**config.mk**
```make
export PLATFORM = sky130hd
export DESIGN_NAME = req_split_top
export DESIGN_NICKNAME = d
export VERILOG_FILES = /design/src/rtl/req_split_pkg.sv /design/src/rtl/req_split_dp.sv /design/src/rtl/req_split_ctrl.sv /design/src/rtl/req_split_top.sv
export SDC_FILE = /design/constraint.sdc
export NUM_CORES = 1
export LEC_CHECK = 0
export ABC_AREA = 0
export BUFFER_PORTS_ARGS = -buffer_cell sky130_fd_sc_hd__buf_4
export CORE_MARGIN = 1
export CORE_UTILIZATION = 43
export CTS_BUF_LIST = sky130_fd_sc_hd__clkbuf_4 sky130_fd_sc_hd__clkbuf_8 sky130_fd_sc_hd__clkbuf_16
export CTS_CLUSTER_SIZE = 14
export DETAILED_ROUTE_END_ITERATION = 16
export PLACE_DENSITY = 0.7
export SETUP_SLACK_MARGIN = 0.5
export SYNTH_ARGS = -nofsm -noshare
export SYNTH_HDL_FRONTEND = slang
export SYNTH_SLANG_ARGS = --single-unit
```
**constraint.sdc**
```tcl
create_clock -name clk -period 14.5 [get_ports clk]
set_clock_uncertainty 0.2 [all_clocks]
set_input_delay 3.625 -clock clk [delete_from_list [all_inputs] [get_ports clk]]
set_output_delay 3.625 -clock clk [all_outputs]
set_load 0.005 [all_outputs]
```
**src/rtl/req_split_pkg.sv**
```systemverilog
package req_split_pkg;

  typedef enum logic [2:0] {
    ST_IDLE,
    ST_PREP,
    ST_ISSUE,
    ST_GAP,
    ST_DONE
  } splitState_t;

  typedef struct packed {
    logic load;     // capture decoded request
    logic latch;    // size the next sub-burst
    logic advance;  // step address and remaining count
  } dpStrb_t;

  localparam int SIZE_LSB   = 20;
  localparam int COUNT_LSB  = 24;
  localparam logic [3:0] VAR_CODE = 4'hF;

endpackage

```
**src/rtl/req_split_dp.sv**
```systemverilog
module req_split_dp
  import req_split_pkg::*;
#(
  parameter int ADDR_W        = 32,
  parameter int LEN_W         = 24,
  parameter int CSM_SHORT_US  = 4,
  parameter int CSM_LONG_US   = 8,
  parameter int OVH_CLKS      = 50,
  parameter int BYTES_PER_CLK = 2
) (
  input  logic              clk,
  input  logic              rstN,
  input  dpStrb_t           strb,
  input  logic [31:0]       reqWord,
  input  logic [ADDR_W-1:0] reqAddr,
  input  logic [ADDR_W-1:0] extAddr,
  input  logic [LEN_W-1:0]  extLen,
  input  logic [7:0]        cfgBusMhz,
  input  logic              cfgLongRefresh,
  output logic [ADDR_W-1:0] burstAddr,
  output logic [LEN_W-1:0]  burstLen,
  output logic              isZero,
  output logic              isLast
);

  logic [3:0]        sizeNib;
  logic [7:0]        countByte;
  logic [8:0]        countEff;
  logic              varMode;
  logic [LEN_W-1:0]  fixedTotal;
  logic [LEN_W-1:0]  totalLen;
  logic [ADDR_W-1:0] startAddr;
  logic [31:0]       windowClk;
  logic [31:0]       budgetWide;
  logic [LEN_W-1:0]  budget;
  logic [ADDR_W-1:0] addrReg;
  logic [LEN_W-1:0]  remReg;
  logic [LEN_W-1:0]  curLen;

  // request decode
  always_comb begin
    sizeNib    = reqWord[SIZE_LSB +: 4];
    countByte  = reqWord[COUNT_LSB +: 8];
    varMode    = (sizeNib == VAR_CODE);
    countEff   = (countByte == 8'd0) ? 9'd256 : {1'b0, countByte};
    fixedTotal = LEN_W'(countEff) << sizeNib;
    totalLen   = varMode ? extLen  : fixedTotal;
    startAddr  = varMode ? extAddr : reqAddr;
    isZero     = (totalLen == '0);
  end

  // chip-select byte budget
  always_comb begin
    windowClk = (cfgLongRefresh ? 32'(CSM_LONG_US) : 32'(CSM_SHORT_US)) * 32'(cfgBusMhz);
    if (windowClk > 32'(OVH_CLKS))
      budgetWide = (windowClk - 32'(OVH_CLKS)) * 32'(BYTES_PER_CLK);
    else
      budgetWide = 32'(BYTES_PER_CLK);
    budget = LEN_W'(budgetWide);
  end

  always_ff @(posedge clk) begin
    if (!rstN) begin
      addrReg <= '0;
      remReg  <= '0;
      curLen  <= '0;
    end else begin
      if (strb.load) begin
        addrReg <= startAddr;
        remReg  <= totalLen;
      end
      if (strb.latch)
        curLen <= (remReg < budget) ? remReg : budget;
      if (strb.advance) begin
        addrReg <= addrReg + ADDR_W'(curLen);
        remReg  <= remReg - curLen;
      end
    end
  end

  assign burstAddr = addrReg;
  assign burstLen  = curLen;
  assign isLast    = (remReg == curLen);

  p_advance_r7: assert property (@(posedge clk) disable iff (!rstN)
    strb.advance |=> addrReg == $past(addrReg) + ADDR_W'($past(curLen)));

  p_len_bound_r6: assert property (@(posedge clk) disable iff (!rstN)
    strb.latch |=> (curLen != '0) && (curLen <= $past(budget)) && (curLen <= $past(remReg)));

  p_rem_down_r7: assert property (@(posedge clk) disable iff (!rstN)
    strb.advance |=> remReg == $past(remReg) - $past(curLen));

endmodule

```
**src/rtl/req_split_ctrl.sv**
```systemverilog
module req_split_ctrl
  import req_split_pkg::*;
#(
  parameter int GAP_CLKS = 3
) (
  input  logic    clk,
  input  logic    rstN,
  input  logic    reqValid,
  input  logic    burstDone,
  input  logic    isZero,
  input  logic    isLast,
  output logic    reqReady,
  output logic    burstValid,
  output logic    reqDone,
  output dpStrb_t strb
);

  localparam int GW = (GAP_CLKS < 2) ? 1 : $clog2(GAP_CLKS + 1);

  splitState_t state, nextState;
  logic [GW-1:0] gapCnt;

  always_comb begin
    nextState = state;
    strb      = '0;
    unique case (state)
      ST_IDLE: if (reqValid) begin
        strb.load = 1'b1;
        nextState = isZero ? ST_DONE : ST_PREP;
      end
      ST_PREP: begin
        strb.latch = 1'b1;
        nextState  = ST_ISSUE;
      end
      ST_ISSUE: if (burstDone) begin
        strb.advance = 1'b1;
        nextState    = isLast ? ST_DONE : ST_GAP;
      end
      ST_GAP:  if (gapCnt == '0) nextState = ST_PREP;
      ST_DONE: nextState = ST_IDLE;
      default: nextState = ST_IDLE;
    endcase
  end

  always_ff @(posedge clk) begin
    if (!rstN) begin
      state  <= ST_IDLE;
      gapCnt <= '0;
    end else begin
      state <= nextState;
      if (state == ST_ISSUE && nextState == ST_GAP)
        gapCnt <= GW'(GAP_CLKS - 1);
      else if (state == ST_GAP && gapCnt != '0)
        gapCnt <= gapCnt - 1'b1;
    end
  end

  assign reqReady   = (state == ST_IDLE);
  assign burstValid = (state == ST_ISSUE);
  assign reqDone    = (state == ST_DONE);

  p_ready_excl_r10: assert property (@(posedge clk) disable iff (!rstN)
    !(reqReady && burstValid));

  p_done_pulse_r10: assert property (@(posedge clk) disable iff (!rstN)
    reqDone |=> !reqDone && reqReady);

  p_hold_r8: assert property (@(posedge clk) disable iff (!rstN)
    burstValid && !burstDone |=> burstValid);

  p_drop_r8: assert property (@(posedge clk) disable iff (!rstN)
    burstValid && burstDone |=> !burstValid);

  p_gap_r9: assert property (@(posedge clk) disable iff (!rstN)
    $fell(burstValid) && !reqDone |=> !burstValid);

endmodule

```
**src/rtl/req_split_top.sv**
```systemverilog
module req_split_top
  import req_split_pkg::*;
#(
  parameter int ADDR_W        = 32,
  parameter int LEN_W         = 24,
  parameter int CSM_SHORT_US  = 4,
  parameter int CSM_LONG_US   = 8,
  parameter int OVH_CLKS      = 50,
  parameter int BYTES_PER_CLK = 2,
  parameter int GAP_CLKS      = 3
) (
  input  logic              clk,
  input  logic              rstN,
  input  logic [7:0]        cfgBusMhz,
  input  logic              cfgLongRefresh,
  input  logic              reqValid,
  output logic              reqReady,
  input  logic [31:0]       reqWord,
  input  logic [ADDR_W-1:0] reqAddr,
  input  logic [ADDR_W-1:0] extAddr,
  input  logic [LEN_W-1:0]  extLen,
  output logic              burstValid,
  output logic [ADDR_W-1:0] burstAddr,
  output logic [LEN_W-1:0]  burstLen,
  input  logic              burstDone,
  output logic              reqDone
);

  dpStrb_t strb;
  logic    isZero;
  logic    isLast;

  req_split_ctrl #(.GAP_CLKS(GAP_CLKS)) uCtrl (
    .clk(clk), .rstN(rstN), .reqValid(reqValid), .burstDone(burstDone),
    .isZero(isZero), .isLast(isLast), .reqReady(reqReady),
    .burstValid(burstValid), .reqDone(reqDone), .strb(strb)
  );

  req_split_dp #(
    .ADDR_W(ADDR_W), .LEN_W(LEN_W), .CSM_SHORT_US(CSM_SHORT_US),
    .CSM_LONG_US(CSM_LONG_US), .OVH_CLKS(OVH_CLKS), .BYTES_PER_CLK(BYTES_PER_CLK)
  ) uDp (
    .clk(clk), .rstN(rstN), .strb(strb), .reqWord(reqWord), .reqAddr(reqAddr),
    .extAddr(extAddr), .extLen(extLen), .cfgBusMhz(cfgBusMhz),
    .cfgLongRefresh(cfgLongRefresh), .burstAddr(burstAddr), .burstLen(burstLen),
    .isZero(isZero), .isLast(isLast)
  );

  p_stable_r8: assert property (@(posedge clk) disable iff (!rstN)
    burstValid && !burstDone |=> $stable(burstAddr) && $stable(burstLen));

  p_len_nonzero_r6: assert property (@(posedge clk) disable iff (!rstN)
    burstValid |-> burstLen != '0);

endmodule

```
==> results of run 1 <==
worst max path at each step:
| stage | slack, ns | cells past startpoint | endpoint | start |
|---|---|---|---|---|
| finish | 5.78 | 19 | uDp.burstLen[18] | cfgLongRefresh |
| global route | 5.54 | 19 | uDp.burstLen[22] | cfgLongRefresh |
| CTS | 5.88 | 19 | uDp.burstLen[18] | cfgLongRefresh |
| detailed placement | 5.53 | 19 | uDp.burstLen[18] | cfgLongRefresh |
| global placement | 5.56 | 19 | uDp.burstLen[20] | cfgLongRefresh |
| floorplan | 5.99 | 21 | uDp.burstLen[1] | cfgLongRefresh |
logic make-up after synthesis:
group | count (synthesis) | share of synthesized area, %
other cells | 2 | 0.0888
flops | 85 | 20.1
buf+inv | 110 | 5.22
compound gates | 362 | 28.1
mux | 30 | 4.58
simple gates | 432 | 24.5
xor+xnor | 41 | 4.24
fa+ha+maj | 87 | 13.1
power groups by stage:
stage               logic [mW]  clock network [mW]  registers (mW)
global route             0.533               0.287           0.297
CTS                      0.476               0.276           0.294
floorplan                0.345                   0           0.286
detailed placement       0.471                   0           0.299
global placement         0.466                   0           0.299
finish                   0.479               0.272           0.294
layer usage:
metal  wire, µm  share of wire (%)
met5          0                  0
met4        735                2.7
met3       1790                6.6
met2      12600                 46
met1      12000                 44
registers in the layout (all words and copies together) (netlist names):
register	count
uDp.remReg	24
uDp.burstLen	24
uDp.burstAddr	32
uCtrl.gapCnt	2
uCtrl.state	3
cells in the mapped netlist, drive strengths merged (19+ instances only):
library cell  instances
nand2               167
o211ai               28
a21o                 22
ha                   84
nor2                 81
clkbuf               46
a31oi                24
o21ai                61
and2                 19
inv                  48
a21oi               122
xnor2                30
dfxtp                85
nor3                 25
nand3                55
tightest hold or removal path, cell delays in order (launching register included):
cell     delay [ns]
dfxtp_1        0.33
nand3_2        0.07
a21oi_2        0.05
area by class of cell:
| type | count | area share (%) |
|---|---|---|
| Tap cell | 260 | 3.17 |
| Multi-Input combinational cell | 963 | 61.9 |
| Sequential cell | 85 | 16.6 |
| Clock inverter | 4 | 0.926 |
| Inverter | 48 | 1.75 |
| Timing Repair Buffer | 181 | 13.2 |
| Clock buffer | 12 | 2.47 |
==> impl_metrics.yaml, run 1 <==
outcome:
  status: "finished, final reports clean"
layout:
  fill_cells: 1865
  fin_nets: 1508
  final_common_cell: "buf_4"
  drive_above_1_share_pct: 18.9
  n_antenna_cell: 0
  final_cell_mix: "181 x buf_4, 167 x nand2_1, 116 x a21oi_1"
  instances_no_fill: 1553
  regArea_mm2: 0.00170
  fin_area_mm2: 0.0103
  areaGrowthSynthToFinish_pct: 21.4
  multi_input_area_mm2: 0.00635
  post-route-util_pct: 54.0
critical_path:
  reg2reg_slack_ns: 10.96
  worstPathRequired_ns: 14.52
  crit_type: "input port to flip-flop"
  crit_arrival_ns: 8.74
  critical-path-slowest-cell: "fa_1"
  path_delay_family: "simple AND/OR/NAND/NOR gates"
  cp_max_fo: 37
  r2r_start: "uDp.burstLen[1]"
  worst_setup_path_end_kind: "flip-flop"
  slowest_delay_ns: 0.47
  reg2regPathDepth: 11
  rr_endpoint: "uDp.remReg[19]"
  cp_num_buf_inv: 2
  path_cells: "buf_4 -> mux2_2 -> ha_1 -> fa_1 -> xnor2_1 -> nor3b_1 -> and2_2 -> nand3_1 -> nand2_1 -> ha_1 -> a21o_1 -> a21o_1 -> a211oi_1 -> o21ai_1 -> a2111oi_4 -> buf_4 -> nor2_1 -> a21oi_1 -> a21oi_1"
  crit_path_start_kind: "input port"
synthesis:
  seq_area_frac_synth_pct: 20.1
  synth_cells: 1149
  ys_ff_latch: 85
  ys.flop_type: "dfxtp_1"
  synthTopCellsByArea: "dfxtp_1 20%, ha_1 12%, nand2_1 7.4%"
  ys_warn_count: 0
  synth_top_area_share_pct: 20.1
  synth_top_cell_by_area: "dfxtp_1"
  syn_area_per_cell_um2: 7.36
  ys_types: 82
  synth_enable_flop_cells: 0
  synth-async-reset-ratio_pct: 0
  synth_area_mm2: 0.00846
route:
  drc_errors: 0
  routed_via_density: 5.85
  ant_nets: 0
  wl_per_cell_um: 17.5
  routed_wl_um: 27100
  first_iter_violations: 644
  routed-via-count: 9079
  dr.pass1.iters: 5
clock_network:
  clock_latency_ns: 0.35
  cts.sink_count: 85
  post_cts_resized: 0
  cts_tree: "done"
  clk_pin_slew_worst_paths_ns: 0.06
  cts_setup_buffers: 0
  hold_buffers: 0
  cts_root_buffer: "clkbuf_16"
  clockBufferDepth: 2
  cts_buffers: 9
  h-tree-depth: 3
sta:
  slew_headroom_pct: 38.2
  fmax_ghz: 0.115
  slew_violations: 0
  setup_viol: 0
  worst_hold_slack_ns: 0.290
  finalCritPeriodShare_pct: 60.1
  rsz0062_at_grt: "no"
  worst_slack_ns: 5.78
  hold_viol_final: 0
  layout_min_cycle_time_ns: 8.72
  fin_setup_tns_ns: 0
  worstMarginPinSlew_ns: 0.920
worst_hold_path:
  hold_path.class: "flip-flop to flip-flop"
  min_from: "uDp.remReg[0]"
  holdPathStages: 2
  min_to: "uDp.burstLen[0]"
floorplan:
  die_w_um: 142
  start_util_pct: 44.5
  dieArea_mm2: 0.0202
  row_count: 50
  dieHeight_um: 142
  coreArea_mm2: 0.0190
  ioPinCount: 192
grt:
  use_met2_pct: 45.4
  use_met1_pct: 34.4
  use_met3_pct: 4.88
  grt_max_degree: 69
  overflow: 0
  grt_pass1_vias: 8292
  grt.busiest_layer: "met2"
  grt_usage_pct: 27.0
  antenna_found_initial: 0
  grt_pass1_wl_um: 43000
placed_design:
  placed_area_mm2: 0.00992
  io_buffers: 171
  pre_cts_ws_ns: 5.53
  detailed_place_hpwl_um: 20700
  gp_congestion: 0.973
  post-place-cells: 1537
power_and_ir_drop:
  p_seq_share_pct: 28.1
  total_power_mw: 1.05
  sw_frac_of_total_pct: 37.7
  p_switching_mw: 0.394
  p_int_mw: 0.652
  leakagePower_nw: 4.47
  clockPowerShare_pct: 26.0
  power_frac_comb_pct: 45.8
  vdd_drop_max_v: 0.0000547
  powerDensity_mw_per_mm2: 102
job:
  cap_violations: 0
Power figures use the tool's default switching activity.
==> inputs of run 2 (changes only) <==
--- a/config.mk
+++ b/config.mk
@@ -12,7 +12,7 @@
 export CTS_BUF_LIST = sky130_fd_sc_hd__clkbuf_4 sky130_fd_sc_hd__clkbuf_8 sky130_fd_sc_hd__clkbuf_16
 export CTS_CLUSTER_SIZE = 14
 export DETAILED_ROUTE_END_ITERATION = 16
-export PLACE_DENSITY = 0.7
+export PLACE_DENSITY = 0.72
 export SETUP_SLACK_MARGIN = 0.5
 export SYNTH_ARGS = -nofsm -noshare
 export SYNTH_HDL_FRONTEND = slang
==> constraint.sdc (replaced) <==
create_clock -name clk -period 7.05 [get_ports clk]
set_clock_uncertainty 0.2 [all_clocks]
set_input_delay 1.7625 -clock clk [delete_from_list [all_inputs] [get_ports clk]]
set_output_delay 1.7625 -clock clk [all_outputs]
set_load 0.005 [all_outputs]
==> run 2 against run 1 <==
Against the previous run:
- sequential power grew 100%
- largest cell class unchanged
- wire length grew 1.9%
- flip-flop and latch count is the same
- first-iteration DRC count grew 1.6%
- largest power group unchanged
- clock power grew 64%
- critical path depth grew 3
- final area grew 0.24%
- via count grew 1.4%
- combinational power grew 110%
- clock-buffer cell count shrank 1
- utilization grew 0.13 points
- cell count grew 0.45%
- highest routed layer unchanged
==> impl_metrics.yaml, run 2 (synthesis gave the netlist of run 1 again) <==
clock_network:
  cts.sink_count: 85
  clk_pin_slew_worst_paths_ns: 0.07
  h-tree-depth: 3
  clockBufferDepth: 2
  cts_root_buffer: "clkbuf_16"
  cts_tree: "done"
  clock_latency_ns: 0.35
  cts_buffers: 9
route:
  wl_per_cell_um: 17.7
  first_iter_violations: 654
  ant_nets: 0
  dr.pass1.iters: 5
  routed_wl_um: 27600
  routed_via_density: 5.90
  routed-via-count: 9204
  drc_errors: 0
critical_path:
  crit_arrival_ns: 6.39
  crit_type: "input port to flip-flop"
  rr_endpoint: "uDp.remReg[19]"
  worst_setup_path_end_kind: "flip-flop"
  critical-path-slowest-cell: "fa_2"
  cpMostUsedCell: "a21o_1"
  cp_max_fo: 14
  reg2reg_slack_ns: 3.54
  reg2regPathDepth: 11
  worstPathRequired_ns: 7.14
  r2r_start: "uDp.burstLen[1]"
  crit_path_start_kind: "input port"
  path_cells: "buf_4 -> mux2_2 -> ha_1 -> fa_2 -> a21oi_2 -> o21ai_1 -> xor2_1 -> nor4_4 -> nand2_2 -> a21oi_2 -> ha_1 -> a21o_1 -> a21o_1 -> a21o_1 -> a211oi_1 -> o21ai_1 -> a2111oi_4 -> buf_4 -> buf_6 -> nand2_1 -> o21a_1 -> a21oi_1"
  slowest_delay_ns: 0.42
worst_hold_path:
  hold_path.class: "flip-flop to flip-flop"
  min_from: "uDp.remReg[0]"
  holdPathStages: 2
  min_to: "uDp.burstLen[0]"
layout:
  areaGrowthSynthToFinish_pct: 21.7
  largest_reg_flops: 32
  final_common_cell: "buf_4"
  fin_nets: 1515
  n_antenna_cell: 0
  final_cell_mix: "186 x buf_4, 165 x nand2_1, 114 x a21oi_1"
  drive_above_1_share_pct: 20.1
  post-route-util_pct: 54.1
floorplan:
  coreArea_mm2: 0.0190
  ioPinCount: 192
  die_w_um: 142
  start_util_pct: 44.5
  row_count: 50
  dieHeight_um: 142
  dieArea_mm2: 0.0202
placed_design:
  io_buffers: 171
  gp_congestion: 0.961
  detailed_place_hpwl_um: 21200
  pre_cts_ws_ns: 0.258
sta:
  layout_min_cycle_time_ns: 6.30
  setup_viol: 0
  worst_slack_ns: 0.746
  fin_setup_tns_ns: 0
  slew_headroom_pct: 29.1
  slew_violations: 0
  fmax_ghz: 0.159
  rsz0062_at_grt: "no"
  worstMarginPinSlew_ns: 1.06
  hold_viol_final: 0
  finalCritPeriodShare_pct: 89.4
power_and_ir_drop:
  p_int_mw: 1.24
  vdd_drop_max_v: 0.000139
  clockPowerShare_pct: 21.5
  power_frac_comb_pct: 49.5
  sw_frac_of_total_pct: 40.2
  p_seq_share_pct: 29.0
  powerDensity_mw_per_mm2: 201
  leakagePower_nw: 4.47
  p_switching_mw: 0.832
grt:
  grt_max_degree: 46
  grt_pass1_wl_um: 43500
  grt_usage_pct: 27.3
  antenna_found_initial: 0
  grt_pass1_vias: 8467
  overflow: 0
job:
  cap_violations: 0
outcome:
  status: "finished, final reports clean"
==> run 2: cell count changes in the layout (fill, tap and decap cells not counted), moves of 2 or more <==
| cell | delta |
|---|---|
| buf_6 | +2 |
| nand2_1 | -2 |
| a21oi_1 | -2 |
| a21oi_2 | +2 |
| clkinv_2 | +3 |
| nand2_2 | +2 |
| buf_4 | +5 |
| bufinv_16 | -3 |
==> run 2: worst max-delay path by stage <==
stage / from / end / slack, ns / cells after the start
after global routing: cfgLongRefresh / uDp.burstLen[6] / 0.51 / 22
final: cfgLongRefresh / uDp.burstLen[10] / 0.75 / 22
after global placement: cfgLongRefresh / uDp.burstLen[10] / 0.29 / 21
after detailed placement: cfgLongRefresh / uDp.burstLen[10] / 0.26 / 21
after CTS: cfgLongRefresh / uDp.burstLen[10] / 0.59 / 21
after floorplan: cfgLongRefresh / uDp.burstLen[1] / 0.57 / 21
==> run 2: worst max-delay path: cells and delay by family <==
| family | cells | cell delay, ns |
|---|---|---|
| multiplexers | 1 | 0.34 |
| buffers and inverters | 3 | 0.53 |
| AND/OR/NAND/NOR | 3 | 0.57 |
| XOR/XNOR | 1 | 0.21 |
| AO/OA/AOI/OAI | 11 | 1.91 |
| adder cells (fa/ha/maj) | 3 | 1.03 |
==> run 2: per-stage QoR <==
stage / hold WS, ns / std cells / instance area, µm² / power, mW
final: 0.298 / 1560 / 10300 / 2.07
after global routing: 0.300 / 1560 / 10300 / 2.21
after CTS: 0.299 / 1556 / 10200 / 2.05
after detailed placement: 0.282 / 1540 / 9940 / 1.59
after global placement: 0.279 / 1540 / 9940 / 1.58
after floorplan: 0.259 / 1158 / 8500 / 1.30
==> run 2: final cells by class <==
| cell class | instances | area [µm²] |
|---|---|---|
| multi-input cells | 963 | 6400 |
| fillers | 1884 | 8730 |
| clock inverters | 5 | 27.5 |
| repair buffers | 188 | 1420 |
| flip-flops and latches | 85 | 1700 |
| clock buffers | 11 | 240 |
| well taps | 260 | 325 |
| inverters | 48 | 180 |
==> run 2: routing by layer <==
metal  vias to the layer above  wire length [µm]  GRT usage [%]
met3                        48              1990           5.59
met4                         0               706           9.22
li1                       4513                 -              -
met1                      4284             12400           35.7
met5                         -                 0              0
met2                       359             12600           44.4
==> run 2: what timing repair did <==
action	4_1_cts	5_1_grt
buffers inserted	0	4
resized for setup	0	13
setup endpoints to repair	0	23
hold buffers	0	0
==> run 2: power by group through the flow <==
stage | Sequential, mW | Combinational, mW | Clock, mW
finish | 0.602 | 1.02 | 0.445
global route | 0.608 | 1.13 | 0.472
CTS | 0.601 | 0.993 | 0.453
detailed placement | 0.611 | 0.984 | 0
global placement | 0.611 | 0.971 | 0
floorplan | 0.588 | 0.710 | 0
==> inputs of run 3 (changes only) <==
--- a/config.mk
+++ b/config.mk
@@ -7,12 +7,15 @@
 export LEC_CHECK = 0
 export ABC_AREA = 0
 export BUFFER_PORTS_ARGS = -buffer_cell sky130_fd_sc_hd__buf_4
+export CELL_PAD_IN_SITES_DETAIL_PLACEMENT = 1
+export CELL_PAD_IN_SITES_GLOBAL_PLACEMENT = 1
+export CORE_ASPECT_RATIO = 0.9
 export CORE_MARGIN = 1
-export CORE_UTILIZATION = 43
+export CORE_UTILIZATION = 36
 export CTS_BUF_LIST = sky130_fd_sc_hd__clkbuf_4 sky130_fd_sc_hd__clkbuf_8 sky130_fd_sc_hd__clkbuf_16
 export CTS_CLUSTER_SIZE = 14
 export DETAILED_ROUTE_END_ITERATION = 16
-export PLACE_DENSITY = 0.72
+export PLACE_DENSITY = 0.82
 export SETUP_SLACK_MARGIN = 0.5
 export SYNTH_ARGS = -nofsm -noshare
 export SYNTH_HDL_FRONTEND = slang
==> run 3 against run 2 <==
Against the previous run:
- clock power up 36%
- worst setup slack worse by 0.016 ns
- clock-buffer cell count down 1
- non-clock buffer count up 3
- wire length up 14%
- die area up 19%
- flip-flop and latch count unchanged
- highest routed layer is now met5
==> impl_metrics.yaml, run 3 (synthesis gave the netlist of run 1 again) <==
clock_network:
  clockBufferDepth: 2
  clock_latency_ns: 0.36
  cts_root_buffer: "clkbuf_16"
  cts.sink_count: 85
  cts_tree: "done"
  clk_pin_slew_worst_paths_ns: 0.07
  hold_buffers: 0
  h-tree-depth: 3
  cts_buffers: 9
critical_path:
  crit_end: "uDp.burstLen[6]"
  worst_setup_path_end_kind: "flip-flop"
  crit_path_start: "cfgLongRefresh"
  reg2regPathDepth: 11
  crit_arrival_ns: 6.33
  cp_num_buf_inv: 3
  critical-path-slowest-cell: "a2111oi_4"
  cpMostUsedCell: "a21o_1"
  rr_endpoint: "uDp.remReg[19]"
  path_delay_family: "compound AO/OA/AOI/OAI gates"
  r2r_start: "uDp.burstLen[5]"
  path_cells: "buf_4 -> mux2_2 -> ha_4 -> fa_2 -> a21oi_2 -> o21ai_2 -> xor2_2 -> nor4_4 -> nand2_2 -> a21oi_4 -> ha_1 -> a21o_1 -> a21o_1 -> a21o_1 -> a211oi_1 -> o21ai_1 -> a2111oi_4 -> buf_4 -> buf_6 -> nor3_1 -> a21oi_1 -> a21oi_1"
  reg2reg_slack_ns: 3.49
  worstPathRequired_ns: 7.06
  crit_cells: 22
  slowest_delay_ns: 0.42
  crit_type: "input port to flip-flop"
  cp_max_fo: 11
  crit_path_start_kind: "input port"
route:
  wl_per_cell_um: 19.7
  routed-via-count: 9386
  dr.pass1.iters: 5
  routed_wl_um: 31600
  ant_nets: 0
  drc_errors: 0
  routed_via_density: 5.87
  first_iter_violations: 498
sta:
  fin_setup_tns_ns: 0
  worstMarginPinSlew_ns: 1.04
  hold_viol_final: 0
  worst_hold_slack_ns: 0.299
  finalCritPeriodShare_pct: 89.7
  rsz0062_at_grt: "no"
  worst_slack_ns: 0.730
  fmax_ghz: 0.158
  slew_violations: 0
  layout_min_cycle_time_ns: 6.32
  slew_headroom_pct: 30.8
  setup_viol: 0
floorplan:
  coreArea_mm2: 0.0228
  start_util_pct: 37.2
  dieArea_mm2: 0.0241
  dieHeight_um: 147
  row_count: 52
  ioPinCount: 192
  die_w_um: 164
grt:
  use_met1_pct: 34.2
  grt_max_degree: 69
  grt_usage_pct: 25.5
  grt_pass1_wl_um: 48800
  grt_pass1_vias: 9242
  use_met2_pct: 41.3
  grt.busiest_layer: "met2"
  use_met3_pct: 4.99
  overflow: 0
  antenna_found_initial: 1
layout:
  regArea_mm2: 0.00170
  n_antenna_cell: 0
  fill_cells: 2898
  drive_above_1_share_pct: 20.5
  fin_area_mm2: 0.0105
  final_common_cell: "buf_4"
  largest_reg_flops: 32
  multi_input_area_mm2: 0.00642
  fin_nets: 1518
  areaGrowthSynthToFinish_pct: 23.9
  final_cell_mix: "187 x buf_4, 165 x nand2_1, 114 x a21oi_1"
power_and_ir_drop:
  vdd_drop_max_v: 0.000124
  leakagePower_nw: 4.53
  powerDensity_mw_per_mm2: 218
  total_power_mw: 2.28
worst_hold_path:
  min_from: "uDp.remReg[0]"
  hold_path.class: "flip-flop to flip-flop"
  holdPathStages: 2
placed_design:
  detailed_place_hpwl_um: 23800
  pre_cts_ws_ns: 0.187
  placed_area_mm2: 0.00998
  gp_congestion: 0.929
  io_buffers: 171
job:
  cap_violations: 0
outcome:
  status: "finished, final reports clean"
==> run 3: worst min path at each step <==
stage,end,slack (ns)
2_1_floorplan,uDp.burstLen[0],0.26
3_3_place_gp,uDp.burstLen[0],0.28
3_5_place_dp,uDp.burstLen[0],0.28
4_1_cts,uDp.burstLen[0],0.30
5_1_grt,uDp.burstLen[0],0.33
6_report,uDp.burstLen[0],0.30
==> run 3: area by class of cell <==
type | instances | share of cell area (%)
clock inverters | 6 | 1.28
multi-input cells | 963 | 61.3
well taps | 297 | 3.54
clock buffers | 10 | 2.22
inverters | 48 | 1.72
flip-flops and latches | 85 | 16.2
repair buffers | 191 | 13.8
==> run 3: worst min-delay path, delay by kind of cell (launching register included) <==
| family | cells | cell delay (ns) |
|---|---|---|
| flip-flops | 1 | 0.34 |
| AND/OR/NAND/NOR | 1 | 0.07 |
| AO/OA/AOI/OAI | 1 | 0.05 |
==> run 3: per-stage QoR <==
| step | cells | util [%] |
|---|---|---|
| final | 1600 | 46.0 |
| after global routing | 1600 | 46.0 |
| after CTS | 1592 | 45.4 |
| after detailed placement | 1576 | 43.8 |
| after global placement | 1576 | 43.8 |
| after floorplan | 1158 | - |
==> run 3: routing by layer <==
metal | part of all wire, % | vias to the layer above
li1 | - | 4506
met1 | 46 | 4531
met2 | 45 | 286
met3 | 6.6 | 61
met4 | 2.7 | 2
met5 | 0.041 | -
==> run 3: what timing repair did <==
item	in CTS	in global routing
gates resized for setup	0	17
setup endpoints to repair	0	24
setup buffers	0	6
==> run 3: report_power, final <==
group / switching, mW / internal, mW / total (mW)
Clock: 0.218 / 0.387 / 0.606
Sequential: 0.0717 / 0.532 / 0.604
Combinational: 0.602 / 0.471 / 1.07
